[src/rtl/pwmq_pkg.sv]
package pwmq_pkg;
  localparam int unsigned OFS_CTRL = 0;
  localparam int unsigned OFS_STAT = 4;
  localparam int unsigned OFS_SAMP = 12;
  localparam int unsigned OFS_PER  = 16;

  localparam int unsigned CB_RUN  = 0;
  localparam int unsigned CB_RPT  = 1;
  localparam int unsigned CB_SWR  = 3;
  localparam int unsigned CB_PSC  = 4;
  localparam int unsigned CB_SRC  = 16;
  localparam int unsigned CB_MODE = 18;

  localparam int unsigned SB_EMPTY = 3;
  localparam int unsigned SB_ROLL  = 4;
  localparam int unsigned SB_CMP   = 5;
  localparam int unsigned SB_WERR  = 6;

  typedef enum logic [1:0] {
    MODE_NORMAL = 2'd0,
    MODE_INVERT = 2'd1,
    MODE_OFF_A  = 2'd2,
    MODE_OFF_B  = 2'd3
  } out_mode_e;

  // The top code of a w-bit period field saturates to one below it.
  function automatic logic [31:0] clamp_top(input logic [31:0] p, input int unsigned w);
    logic [31:0] mx;
    mx = (32'd1 << w) - 32'd1;
    return (p >= mx) ? (mx - 32'd1) : p;
  endfunction

  // Index of the final period a sample is used for: 2^r - 1.
  function automatic logic [2:0] repeat_last(input logic [1:0] r);
    return 3'((4'd1 << r) - 4'd1);
  endfunction

  function automatic logic pin_level(input logic on, input logic below, input logic [1:0] mode);
    return on & ~mode[1] & (below ^ mode[0]);
  endfunction
endpackage

[src/rtl/pwmq_fifo.sv]
module pwmq_fifo #(
  parameter int DEPTH = 4,
  parameter int W     = 16,
  localparam int PW   = (DEPTH > 1) ? $clog2(DEPTH) : 1,
  localparam int CW   = $clog2(DEPTH + 1)
) (
  input  logic          clk,
  input  logic          rst_n,
  input  logic          flush,
  input  logic          push,
  input  logic          pop,
  input  logic [W-1:0]  din,
  output logic [W-1:0]  head,
  output logic [CW-1:0] level,
  output logic          full,
  output logic          empty
);
  logic [W-1:0]  mem [DEPTH];
  logic [PW-1:0] rd_ptr, wr_ptr;
  logic          do_push, do_pop;

  function automatic logic [PW-1:0] bump(input logic [PW-1:0] p);
    return (p == PW'(DEPTH - 1)) ? '0 : p + 1'b1;
  endfunction

  assign full    = (level == CW'(DEPTH));
  assign empty   = (level == '0);
  assign do_push = push && !full && !flush;
  assign do_pop  = pop && !empty && !flush;
  assign head    = mem[rd_ptr];

  always_ff @(posedge clk or negedge rst_n) begin
    if (!rst_n) begin
      rd_ptr <= '0;
      wr_ptr <= '0;
      level  <= '0;
    end else if (flush) begin
      rd_ptr <= '0;
      wr_ptr <= '0;
      level  <= '0;
    end else begin
      if (do_push) wr_ptr <= bump(wr_ptr);
      if (do_pop)  rd_ptr <= bump(rd_ptr);
      level <= level + CW'(do_push) - CW'(do_pop);
    end
  end

  always_ff @(posedge clk) begin
    if (do_push) mem[wr_ptr] <= din;
  end
endmodule

[src/rtl/pwmq_prescale.sv]
module pwmq_prescale #(
  parameter int PSC_W = 12
) (
  input  logic             clk,
  input  logic             rst_n,
  input  logic             hold,
  input  logic             strobe,
  input  logic [PSC_W-1:0] div,
  output logic             tick
);
  logic [PSC_W-1:0] pc;

  assign tick = !hold && strobe && (pc == div);

  always_ff @(posedge clk or negedge rst_n) begin
    if (!rst_n)      pc <= '0;
    else if (hold)   pc <= '0;
    else if (strobe) pc <= (pc == div) ? '0 : pc + 1'b1;
  end
endmodule

[src/rtl/pwmq_counter.sv]
module pwmq_counter
  import pwmq_pkg::*;
#(
  parameter int CNT_W = 16
) (
  input  logic             clk,
  input  logic             rst_n,
  input  logic             hold,
  input  logic             tick,
  input  logic [CNT_W-1:0] top,
  input  logic [CNT_W-1:0] duty,
  input  logic [1:0]       rpt,
  output logic [CNT_W-1:0] cnt,
  output logic             wrap,
  output logic             hit,
  output logic             advance
);
  logic [2:0] rc;

  assign wrap    = tick && (cnt == top);
  assign hit     = tick && (cnt == duty);
  assign advance = wrap && (rc == repeat_last(rpt));

  always_ff @(posedge clk or negedge rst_n) begin
    if (!rst_n) begin
      cnt <= '0;
      rc  <= '0;
    end else if (hold) begin
      cnt <= '0;
      rc  <= '0;
    end else begin
      if (tick) cnt <= wrap ? '0 : cnt + 1'b1;
      if (wrap) rc  <= advance ? 3'd0 : rc + 3'd1;
    end
  end
endmodule

[src/rtl/pwmq_unit.sv]
module pwmq_unit
  import pwmq_pkg::*;
#(
  parameter int FIFO_DEPTH = 4,
  parameter int PSC_W      = 12,
  parameter int CNT_W      = 16,
  parameter int DATA_W     = 32,
  parameter int ADDR_W     = 5,
  parameter int RST_CYCLES = 4
) (
  input  logic              clk,
  input  logic              rst_n,
  input  logic              tick_en,
  input  logic              bus_we,
  input  logic [ADDR_W-1:0] bus_addr,
  input  logic [DATA_W-1:0] bus_wdata,
  output logic [DATA_W-1:0] bus_rdata,
  output logic              pwm_out
);
  localparam int LVL_W = $clog2(FIFO_DEPTH + 1);
  localparam int SWR_W = $clog2(RST_CYCLES + 1);

  logic             en_q;
  logic [1:0]       rpt_q, src_q, mode_q;
  logic [PSC_W-1:0] psc_q;
  logic [CNT_W-1:0] per_q, duty_q;
  logic             roll_q, cmp_q, werr_q;
  logic [SWR_W-1:0] swr_cnt;

  logic sel_ctrl, sel_stat, sel_samp, sel_per;
  logic swr_busy, wr_ok, swr_req, ctl_write, start_run, clr_all;
  logic samp_push, clr_roll, clr_cmp, clr_werr;
  logic [CNT_W-1:0] per_eff, top_q, cnt_q, fifo_head;
  logic [LVL_W-1:0] fifo_level;
  logic fifo_full, fifo_empty;
  logic ptick, wrap_evt, hit_evt, adv_evt, load_evt;
  logic unused_wdata;

  assign unused_wdata = ^bus_wdata[DATA_W-1:CB_MODE+2];

  assign sel_ctrl = (bus_addr == ADDR_W'(OFS_CTRL));
  assign sel_stat = (bus_addr == ADDR_W'(OFS_STAT));
  assign sel_samp = (bus_addr == ADDR_W'(OFS_SAMP));
  assign sel_per  = (bus_addr == ADDR_W'(OFS_PER));

  assign swr_busy  = (swr_cnt != '0);
  assign wr_ok     = bus_we && !swr_busy;
  assign swr_req   = wr_ok && sel_ctrl && bus_wdata[CB_SWR];
  assign ctl_write = wr_ok && sel_ctrl && !bus_wdata[CB_SWR];
  assign start_run = ctl_write && bus_wdata[CB_RUN] && !en_q;
  assign clr_all   = swr_req || swr_busy;
  assign samp_push = wr_ok && sel_samp;
  assign clr_roll  = wr_ok && sel_stat && bus_wdata[SB_ROLL];
  assign clr_cmp   = wr_ok && sel_stat && bus_wdata[SB_CMP];
  assign clr_werr  = wr_ok && sel_stat && bus_wdata[SB_WERR];

  assign per_eff  = CNT_W'(clamp_top(32'(per_q), CNT_W));
  assign top_q    = per_eff + 1'b1;
  assign load_evt = !clr_all && !fifo_empty && (adv_evt || start_run);

  pwmq_fifo #(.DEPTH(FIFO_DEPTH), .W(CNT_W)) u_fifo (
    .clk(clk), .rst_n(rst_n), .flush(clr_all),
    .push(samp_push), .pop(load_evt), .din(bus_wdata[CNT_W-1:0]),
    .head(fifo_head), .level(fifo_level), .full(fifo_full), .empty(fifo_empty)
  );

  pwmq_prescale #(.PSC_W(PSC_W)) u_psc (
    .clk(clk), .rst_n(rst_n),
    .hold(!en_q || (src_q == 2'd0) || clr_all),
    .strobe(tick_en), .div(psc_q), .tick(ptick)
  );

  pwmq_counter #(.CNT_W(CNT_W)) u_cnt (
    .clk(clk), .rst_n(rst_n), .hold(!en_q || clr_all), .tick(ptick),
    .top(top_q), .duty(duty_q), .rpt(rpt_q),
    .cnt(cnt_q), .wrap(wrap_evt), .hit(hit_evt), .advance(adv_evt)
  );

  always_ff @(posedge clk or negedge rst_n) begin
    if (!rst_n)        swr_cnt <= '0;
    else if (swr_req)  swr_cnt <= SWR_W'(RST_CYCLES);
    else if (swr_busy) swr_cnt <= swr_cnt - 1'b1;
  end

  always_ff @(posedge clk or negedge rst_n) begin
    if (!rst_n) begin
      en_q <= 1'b0; rpt_q <= '0; src_q <= '0; mode_q <= '0; psc_q <= '0;
      per_q <= '0; duty_q <= '0; roll_q <= 1'b0; cmp_q <= 1'b0; werr_q <= 1'b0;
    end else if (clr_all) begin
      en_q <= 1'b0; rpt_q <= '0; src_q <= '0; mode_q <= '0; psc_q <= '0;
      per_q <= '0; duty_q <= '0; roll_q <= 1'b0; cmp_q <= 1'b0; werr_q <= 1'b0;
    end else begin
      if (ctl_write) begin
        en_q   <= bus_wdata[CB_RUN];
        rpt_q  <= bus_wdata[CB_RPT +: 2];
        psc_q  <= bus_wdata[CB_PSC +: PSC_W];
        src_q  <= bus_wdata[CB_SRC +: 2];
        mode_q <= bus_wdata[CB_MODE +: 2];
      end
      if (wr_ok && sel_per) per_q <= bus_wdata[CNT_W-1:0];
      if (load_evt) duty_q <= fifo_head;
      roll_q <= (roll_q && !clr_roll) || wrap_evt;
      cmp_q  <= (cmp_q && !clr_cmp) || hit_evt;
      werr_q <= (werr_q && !clr_werr) || (samp_push && fifo_full);
    end
  end

  always_comb begin
    bus_rdata = '0;
    if (sel_ctrl) begin
      bus_rdata[CB_RUN]           = en_q;
      bus_rdata[CB_RPT +: 2]      = rpt_q;
      bus_rdata[CB_SWR]           = swr_busy;
      bus_rdata[CB_PSC +: PSC_W]  = psc_q;
      bus_rdata[CB_SRC +: 2]      = src_q;
      bus_rdata[CB_MODE +: 2]     = mode_q;
    end else if (sel_stat) begin
      bus_rdata[LVL_W-1:0] = fifo_level;
      bus_rdata[SB_EMPTY]  = fifo_empty;
      bus_rdata[SB_ROLL]   = roll_q;
      bus_rdata[SB_CMP]    = cmp_q;
      bus_rdata[SB_WERR]   = werr_q;
    end else if (sel_samp) begin
      bus_rdata[CNT_W-1:0] = en_q ? duty_q : '0;
    end else if (sel_per) begin
      bus_rdata[CNT_W-1:0] = per_q;
    end
  end

  assign pwm_out = pin_level(en_q, cnt_q < duty_q, mode_q);
endmodule

[config.mk]
export PLATFORM = sky130hd
export DESIGN_NAME = pwmq_unit
export DESIGN_NICKNAME = d
export VERILOG_FILES = /design/src/rtl/pwmq_pkg.sv /design/src/rtl/pwmq_fifo.sv /design/src/rtl/pwmq_prescale.sv /design/src/rtl/pwmq_counter.sv /design/src/rtl/pwmq_unit.sv
export SDC_FILE = /design/constraint.sdc
export NUM_CORES = 1
export LEC_CHECK = 0
export ABC_CLOCK_PERIOD_IN_PS = 8800
export CORE_MARGIN = 2
export CORE_UTILIZATION = 40
export CTS_CLUSTER_DIAMETER = 50
export DETAILED_ROUTE_END_ITERATION = 8
export DONT_BUFFER_PORTS = 1
export HOLD_SLACK_MARGIN = 0.05
export SETUP_SLACK_MARGIN = 0.2
export SKIP_LAST_GASP = 1
export SLEW_MARGIN = 10
export SYNTH_ARGS = -nofsm -noshare
export SYNTH_HDL_FRONTEND = slang
export SYNTH_SLANG_ARGS = --single-unit
[constraint.sdc]
create_clock -name clk -period 8.8 [get_ports clk]
set_input_delay 0.44 -clock clk [delete_from_list [all_inputs] [get_ports clk]]
set_output_delay 0.44 -clock clk [all_outputs]
set_load 0.01 [all_outputs]
# Yosys cells after proc, flatten, opt, wreduce, memory -nomap -nowiden
# Memories as Yosys holds them, arrays and structs flattened.
# Index checks and enable logic that the tools add are counted.
[totals]
reg_bits = 95
mem_bits_rw = 64
inputBits = 41
output_inout_bits = 33
word_cells = 148
memories = 1
[mem_list]
columns = ["name", "words", "word_bits", "read_ports", "rd_clocked_by_memory_dff", "write_ports", "line_no", "source"]
rows = [
  ["u_fifo.mem", 4, 16, 1, 0, 1, "pwmq_fifo.sv:18", "logic [W-1:0] mem [DEPTH];"],
]
[classes]
add_sub_neg = 10
order_cmp = 2
n_eq_ne = 10
n_shift = 1
mux = 45
n_bitwise = 4
n_reduce_logical = 58
[ops]
columns = ["op", "n"]
rows = [
  ["$mux W16", 12],
  ["$mux W12", 5],
  ["$add A16 B1 Y16 const B", 2],
  ["$eq A16 B16 Y1", 2],
  ["$logic_and A1 B1 Y1", 27],
  ["$mux W2", 12],
  ["$mux W3", 6],
  ["$reduce_bool A2 Y1", 9],
  ["$ge A16 B16 Y1 const B", 1],
  ["$lt A16 B16 Y1", 1],
  ["$add A12 B1 Y12 const B", 1],
  ["$eq A12 B12 Y1", 1],
  ["$logic_not A1 Y1", 10],
  ["$mux W9", 1],
  ["$logic_or A1 B1 Y1", 8],
  ["$mux W1", 7],
  ["$mux W7", 1],
  ["$sub A3 B1 Y3 const B", 2],
  ["$eq A5 B3 Y1 const B", 1],
  ["$eq A5 B4 Y1 const B", 1],
  ["$eq A5 B5 Y1 const B", 1],
  ["$logic_not A5 Y1", 1],
  ["$add A2 B1 Y2 const B", 2],
  ["$eq A2 B2 Y1 const B", 2],
  ["13 further kinds", 14],
]

# Longest topological paths before layout
[logic_depth]
depth_word = 18
depth_mapped = 21
mapped_depth_nobuf = 20

# By module
# A second synthesis with hierarchy kept.
[unflattened]
cells_unflattened = 785
area_unflattened_um2 = 8773.4
[modules_own_cells]
columns = ["module", "n_inst", "cells_each", "area_each_um2", "seq_area_each_um2"]
rows = [
  ["pwmq_unit", 1, 402, 3678.5, 1426.4],
  ["pwmq_fifo", 1, 131, 2821.5, 2097.0],
  ["pwmq_counter", 1, 156, 1415.1, 475.5],
  ["pwmq_prescale", 1, 96, 858.3, 300.3],
]

# Worst setup path before layout
# Ideal clock, no wire load.
[synth_path]
path_kind = "reg2reg"
start = "register per_q[7]"
end = "register u_fifo.level[2]"
setup_ns = 0.132
arrival_time_ns = 4.241
path_slack_ns = 4.427
stages_incl_launch_ff = 21
synth_period_minus_slack_ns = 4.373
path_cell_list = "dfrtp_1 > nand3_1 > nor3_2 > nand2_1 > o21a_1 > ha_1 > xnor2_1 > o221ai_1 > a221o_1 > or4b_1 > nor4_1 > nand3b_1 > a21oi_1 > ha_1 > inv_1 > ha_1 > inv_1 > fa_1 > xor2_1 > xnor2_1 > nor2_1"
[synth_between]
elab_chain_cells = 12
[synth_lines]
columns = ["item", "line_no", "source"]
rows = [
  ["from (decl)", "pwmq_unit.sv:26", "logic [CNT_W-1:0] per_q, duty_q;"],
  ["from (signal assigned)", "pwmq_unit.sv:100", "if (wr_ok && sel_per) per_q <= bus_wdata[CNT_W-1:0];"],
  ["$ge A16 B16 Y1", "pwmq_pkg.sv:30", "return (p >= mx) ? (mx - 32'd1) : p;"],
  ["$mux W16 *", "pwmq_pkg.sv:30", ""],
  ["$add A16 B1 Y16 *", "pwmq_unit.sv:58", "assign top_q = per_eff + 1'b1;"],
  ["$eq A16 B16 Y1 *", "pwmq_counter.sv:20", "assign wrap = tick && (cnt == top);"],
  ["$logic_and A1 B1 Y1 *", "pwmq_counter.sv:20", ""],
  ["$logic_and A1 B1 Y1 *", "pwmq_counter.sv:22", "assign advance = wrap && (rc == repeat_last(rpt));"],
  ["$logic_or A1 B1 Y1 *", "pwmq_unit.sv:59", "assign load_evt = !clr_all && !fifo_empty && (adv_evt || start_run);"],
  ["$logic_and A1 B1 Y1 *", "pwmq_unit.sv:59", ""],
  ["$logic_and A1 B1 Y1 * (2 in a row)", "pwmq_fifo.sv:29", "assign do_pop = pop && !empty && !flush;"],
  ["$sub A3 B1 Y3 *", "pwmq_fifo.sv:44", "level <= level + CW'(do_push) - CW'(do_pop);"],
  ["$mux W3 *", "pwmq_fifo.sv:37", "end else if (flush) begin"],
  ["to (signal assigned)", "pwmq_fifo.sv:44", ""],
  ["to (decl)", "pwmq_fifo.sv:14", "output logic [CW-1:0] level,"],
]
# Every way passes the cells marked *; elsewhere a longest branch is shown, timed or not.
# A chain may end at the register's enable or synchronous reset.

# Worst setup path in the final report
# Same ends and word-level chain as after synthesis.

==> tab_implementation.tex <==
\begin{tabular}{lr}
\hline
Metric & Value \\
\hline
\multicolumn{2}{l}{\textbf{Status}} \\
Run status & completed \\
\multicolumn{2}{l}{\textbf{Detailed routing}} \\
Top routing layer in use & met4 \\
Iteration count of the initial detailed-routing pass & 7 \\
Average via count per standard cell & $\sim$5.5 \\
Via Count & slightly above 6000 \\
Total met3 wirelength after detailed routing & about 1100 µm \\
Iteration-0 DRC Markers & 648 \\
Met2 routed WL & 9680 µm \\
WL met1 & around 9800 µm \\
Detail-routed net length per standard cell & 19.0 µm \\
Post-detailed-route count of antenna-violating nets & 0 \\
Detailed-route DRC error count & 0 \\
Detailed Route WL & 21100 µm \\
\multicolumn{2}{l}{\textbf{Synthesis}} \\
Total standard cell area after synthesis & 8570 µm² \\
Sequential area share after synthesis & 50.2\% \\
Yosys warnings & 0 \\
Average cell area after synthesis & 10.3 µm² \\
Post-synth top area share & 27.7\% \\
Top post-synthesis cells by area & sky130\_fd\_sc\_hd\_\_dfrtp\_1, sky130\_fd\_sc\_hd\_\_edfxtp\_1, sky130\_fd\_sc\_hd\_\_nand2\_1, sky130\_fd\_sc\_hd\_\_ha\_1, sky130\_fd\_sc\_hd\_\_mux4\_2 \\
Number of enable flip-flop cells after synthesis & 64 \\
Cell count after synthesis & 836 \\
Synth Register Bits & around 160 \\
Main synth FF type & sky130\_fd\_sc\_hd\_\_dfrtp\_1 \\
Share of flip-flops with an asynchronous set or reset after synthesis & 59.7\% \\
Unique cell type count in the Yosys netlist & 65 \\
Cell type with the highest aggregate area in the netlist & sky130\_fd\_sc\_hd\_\_dfrtp\_1 \\
\multicolumn{2}{l}{\textbf{Finish}} \\
Leading cell type in the layout, fill and taps excluded & sky130\_fd\_sc\_hd\_\_nand2\_1 \\
Finished Layout Cells & 1109 \\
Most frequent cells in the layout & sky130\_fd\_sc\_hd\_\_nand2\_1, sky130\_fd\_sc\_hd\_\_dfrtp\_1, sky130\_fd\_sc\_hd\_\_edfxtp\_1, sky130\_fd\_sc\_hd\_\_nor2\_1, sky130\_fd\_sc\_hd\_\_o21ai\_0 \\
Area delta synth->final & 9.37\% \\
Number of antenna cells inserted & 0 \\
Filler cells & 1975 \\
Area of the multi-input gates & $\sim$3900 µm² \\
Final net count & 892 \\
Share of final-layout standard cells stronger than drive strength 1 & 7.55\% \\
Sequential cell area & $\sim$4300 µm² \\
\multicolumn{2}{l}{\textbf{STA}} \\
Setup TNS after final layout & 0 ns \\
Final hold violations & 0 \\
Final period util & 57.8\% \\
Worst Max-Slew Pin Slew & 1.13 ns \\
\# setup viols final & 0 \\
Max frequency & 197 MHz \\
Unrepaired setup endpoints after global routing & no \\
Clock skew & 0.0100 ns \\
Worst slew margin relative to its limit & about a quarter \\
Clock period minus final worst setup slack & $\sim$5.1 ns \\
Number of slew-limit violations in the final report & 0 \\
Worst hold-check slack & between 0.09 and 0.1 ns \\
\multicolumn{2}{l}{\textbf{Die}} \\
Die area & 22600 µm² \\
\# rows & 53 \\
Core ar. & 21000 µm² \\
Die outline width & between 150 and 200 µm \\
Number of ports placed on the die boundary & 74 \\
Die Span Y & 150 µm \\
Starting density of the core & between 40\% and 50\% \\
\multicolumn{2}{l}{\textbf{Clock network}} \\
Clock root buffer master & sky130\_fd\_sc\_hd\_\_clkbuf\_16 \\
Worst-case clock buffer depth & 2 \\
Clock tree from TritonCTS & yes \\
Cts bufs inserted & 17 \\
Clk slew on worst S/H paths & about 0.070 ns \\
Hold Buf Count CTS & 2 \\
CTS Sinks & 159 \\
Number of post-CTS setup repair buffers & 0 \\
Latest clock arrival within the worst-skew pair & 0.43 ns \\
H-Tree Depth & 4 \\
Resized cells post-CTS & 0 \\
\multicolumn{2}{l}{\textbf{Placed design}} \\
HPWL after DPL & around 15000 µm \\
Routability congestion estimate from global placement & 0.840 \\
Cell Count Post-Placement & $\sim$1100 \\
Total of buffers placed on input and output ports & 0 \\
\multicolumn{2}{l}{\textbf{Critical path}} \\
Worst r2r dst & u\_fifo.level[2] \\
Required time reported for the critical path endpoint & between 9 and 10 ns \\
Max FO, Critical Path & 9 \\
Arrival time worst endpoint & approximately 5.4 ns \\
Startpoint of the most critical register-to-register path & per\_q[7] \\
Worst R2R Setup Slack & roughly 3.7 ns \\
FF-to-FF path depth & 20 \\
Type of origin of the critical path & flop \\
Type of element capturing the critical path & flop \\
Crit Path Category & reg -> reg \\
\multicolumn{2}{l}{\textbf{Power}} \\
Cell leakage power & 0.00369 µW \\
PwrDens & between 150 and 200 nW/µm² \\
Total power & 1790 µW \\
Max IR drop VDD & 0.000138 V \\
\multicolumn{2}{l}{\textbf{Min path}} \\
Class of the tightest hold or removal check & in -> reg \\
Sink of the worst hold path & u\_fifo.mem[2][13] \\
Cell depth of the worst min-delay path & 0 \\
Startpoint of the tightest hold check path & bus\_wdata[13] \\
\multicolumn{2}{l}{\textbf{GRT}} \\
Number of antenna violations at the first check in global routing & 0 \\
Largest net degree at the start of global routing & 96 \\
Via count of the first global-routing pass & approximately 6000 \\
Grt ovf & 0 \\
First-pass GRT wire length & between 30000 and 40000 µm \\
Overall fraction of global-route tracks in use & between 10\% and 20\% \\
\multicolumn{2}{l}{\textbf{Flow run}} \\
Max-capacitance violation count & 0 \\
\hline
\end{tabular}
-- logic make-up after synthesis --
| family | Yosys count | share of synthesized area (%) |
|---|---|---|
| buf+inv | 95 | 5.09 |
| fa+ha+maj | 30 | 4.47 |
| flops | 159 | 50.2 |
| simple gates | 330 | 18.3 |
| other cells | 1 | 0.0437 |
| compound gates | 138 | 10.6 |
| xor+xnor | 46 | 4.70 |
| mux | 37 | 6.67 |
-- state kept, by name (all words and copies together) (netlist names), 3 cells and up --
signal        flops
u_cnt.rc          3
u_psc.pc         12
u_cnt.cnt        16
u_fifo.level      3
psc_q            12
u_fifo.mem       64
duty_q           16
per_q            16
swr_cnt           3
-- cell usage after synthesis (all sizes together) (5+ instances only) --
cell / count
a22o: 5
o21a: 6
a221o: 7
o21ai: 46
or3: 6
buf: 27
nand4: 11
ha: 29
mux4: 16
nor2: 53
dfrtp: 95
xnor2: 22
xor2: 24
and2: 11
nand3: 38
nor4: 12
or4: 9
mux2i: 20
edfxtp: 64
o31ai: 5
a222oi: 9
nand2b: 12
inv: 43
nand2: 140
clkbuf: 25
nor3: 11
a21oi: 35
nor2b: 5
and3: 8
-- cell type report --
| cell class | count | area share [%] |
|---|---|---|
| inverters | 43 | 1.72 |
| clock inverters | 14 | 1.80 |
| well taps | 275 | 3.67 |
| clock buffers | 18 | 4.68 |
| flip-flops and latches | 159 | 45.9 |
| multi-input cells | 593 | 41.5 |
| repair buffers | 7 | 0.801 |
-- metrics by stage --
step	util [%]	cell area (µm²)	setup slack, ns
global route	44.6	9380	3.20
detailed placement	41.5	8730	3.76
finish	44.6	9380	3.71
floorplan	-	8610	4.43
CTS	44.6	9380	3.72
global placement	41.5	8730	3.81
-- power by group --
part           switching, µW  internal (µW)
sequential              26.6            796
clock                    329            435
combinational            140           64.2
-- how the worst max path moves through the flow --
stage / from / endpoint / slack (ns)
2_1_floorplan: per_q[7] / u_fifo.level[2] / 4.43
3_3_place_gp: per_q[7] / u_fifo.level[2] / 3.81
3_5_place_dp: per_q[7] / u_fifo.level[2] / 3.76
4_1_cts: per_q[7] / u_fifo.level[2] / 3.72
5_1_grt: per_q[7] / u_fifo.level[2] / 3.20
6_report: per_q[7] / u_fifo.level[2] / 3.71
-- metal layers --
| metal | vias to the layer above | track usage (%) |
|---|---|---|
| li1 | 2938 | - |
| met1 | 2979 | 28.5 |
| met2 | 179 | 29.8 |
| met3 | 35 | 4.18 |
| met4 | 0 | 6.70 |
| met5 | - | 0 |
-- worst max-delay path, cell delays in order (launching register included) --
cell and delay [ns]:
sky130_fd_sc_hd__dfrtp_1 0.48, sky130_fd_sc_hd__nand3_1 0.31, sky130_fd_sc_hd__nor3_2 0.45, sky130_fd_sc_hd__nand2_1 0.15, sky130_fd_sc_hd__o21a_1 0.20, sky130_fd_sc_hd__ha_1 0.30, sky130_fd_sc_hd__xnor2_1 0.16, sky130_fd_sc_hd__o221ai_1 0.13
sky130_fd_sc_hd__a221o_1 0.29, sky130_fd_sc_hd__or4b_1 0.54, sky130_fd_sc_hd__nor4_1 0.34, sky130_fd_sc_hd__nand3b_1 0.16, sky130_fd_sc_hd__a21oi_1 0.18, sky130_fd_sc_hd__ha_1 0.25, sky130_fd_sc_hd__inv_1 0.06, sky130_fd_sc_hd__ha_1 0.13
sky130_fd_sc_hd__inv_1 0.05, sky130_fd_sc_hd__fa_1 0.37, sky130_fd_sc_hd__xor2_1 0.18, sky130_fd_sc_hd__xnor2_1 0.15, sky130_fd_sc_hd__nor2_1 0.05
(Power assumes the default switching activity.)
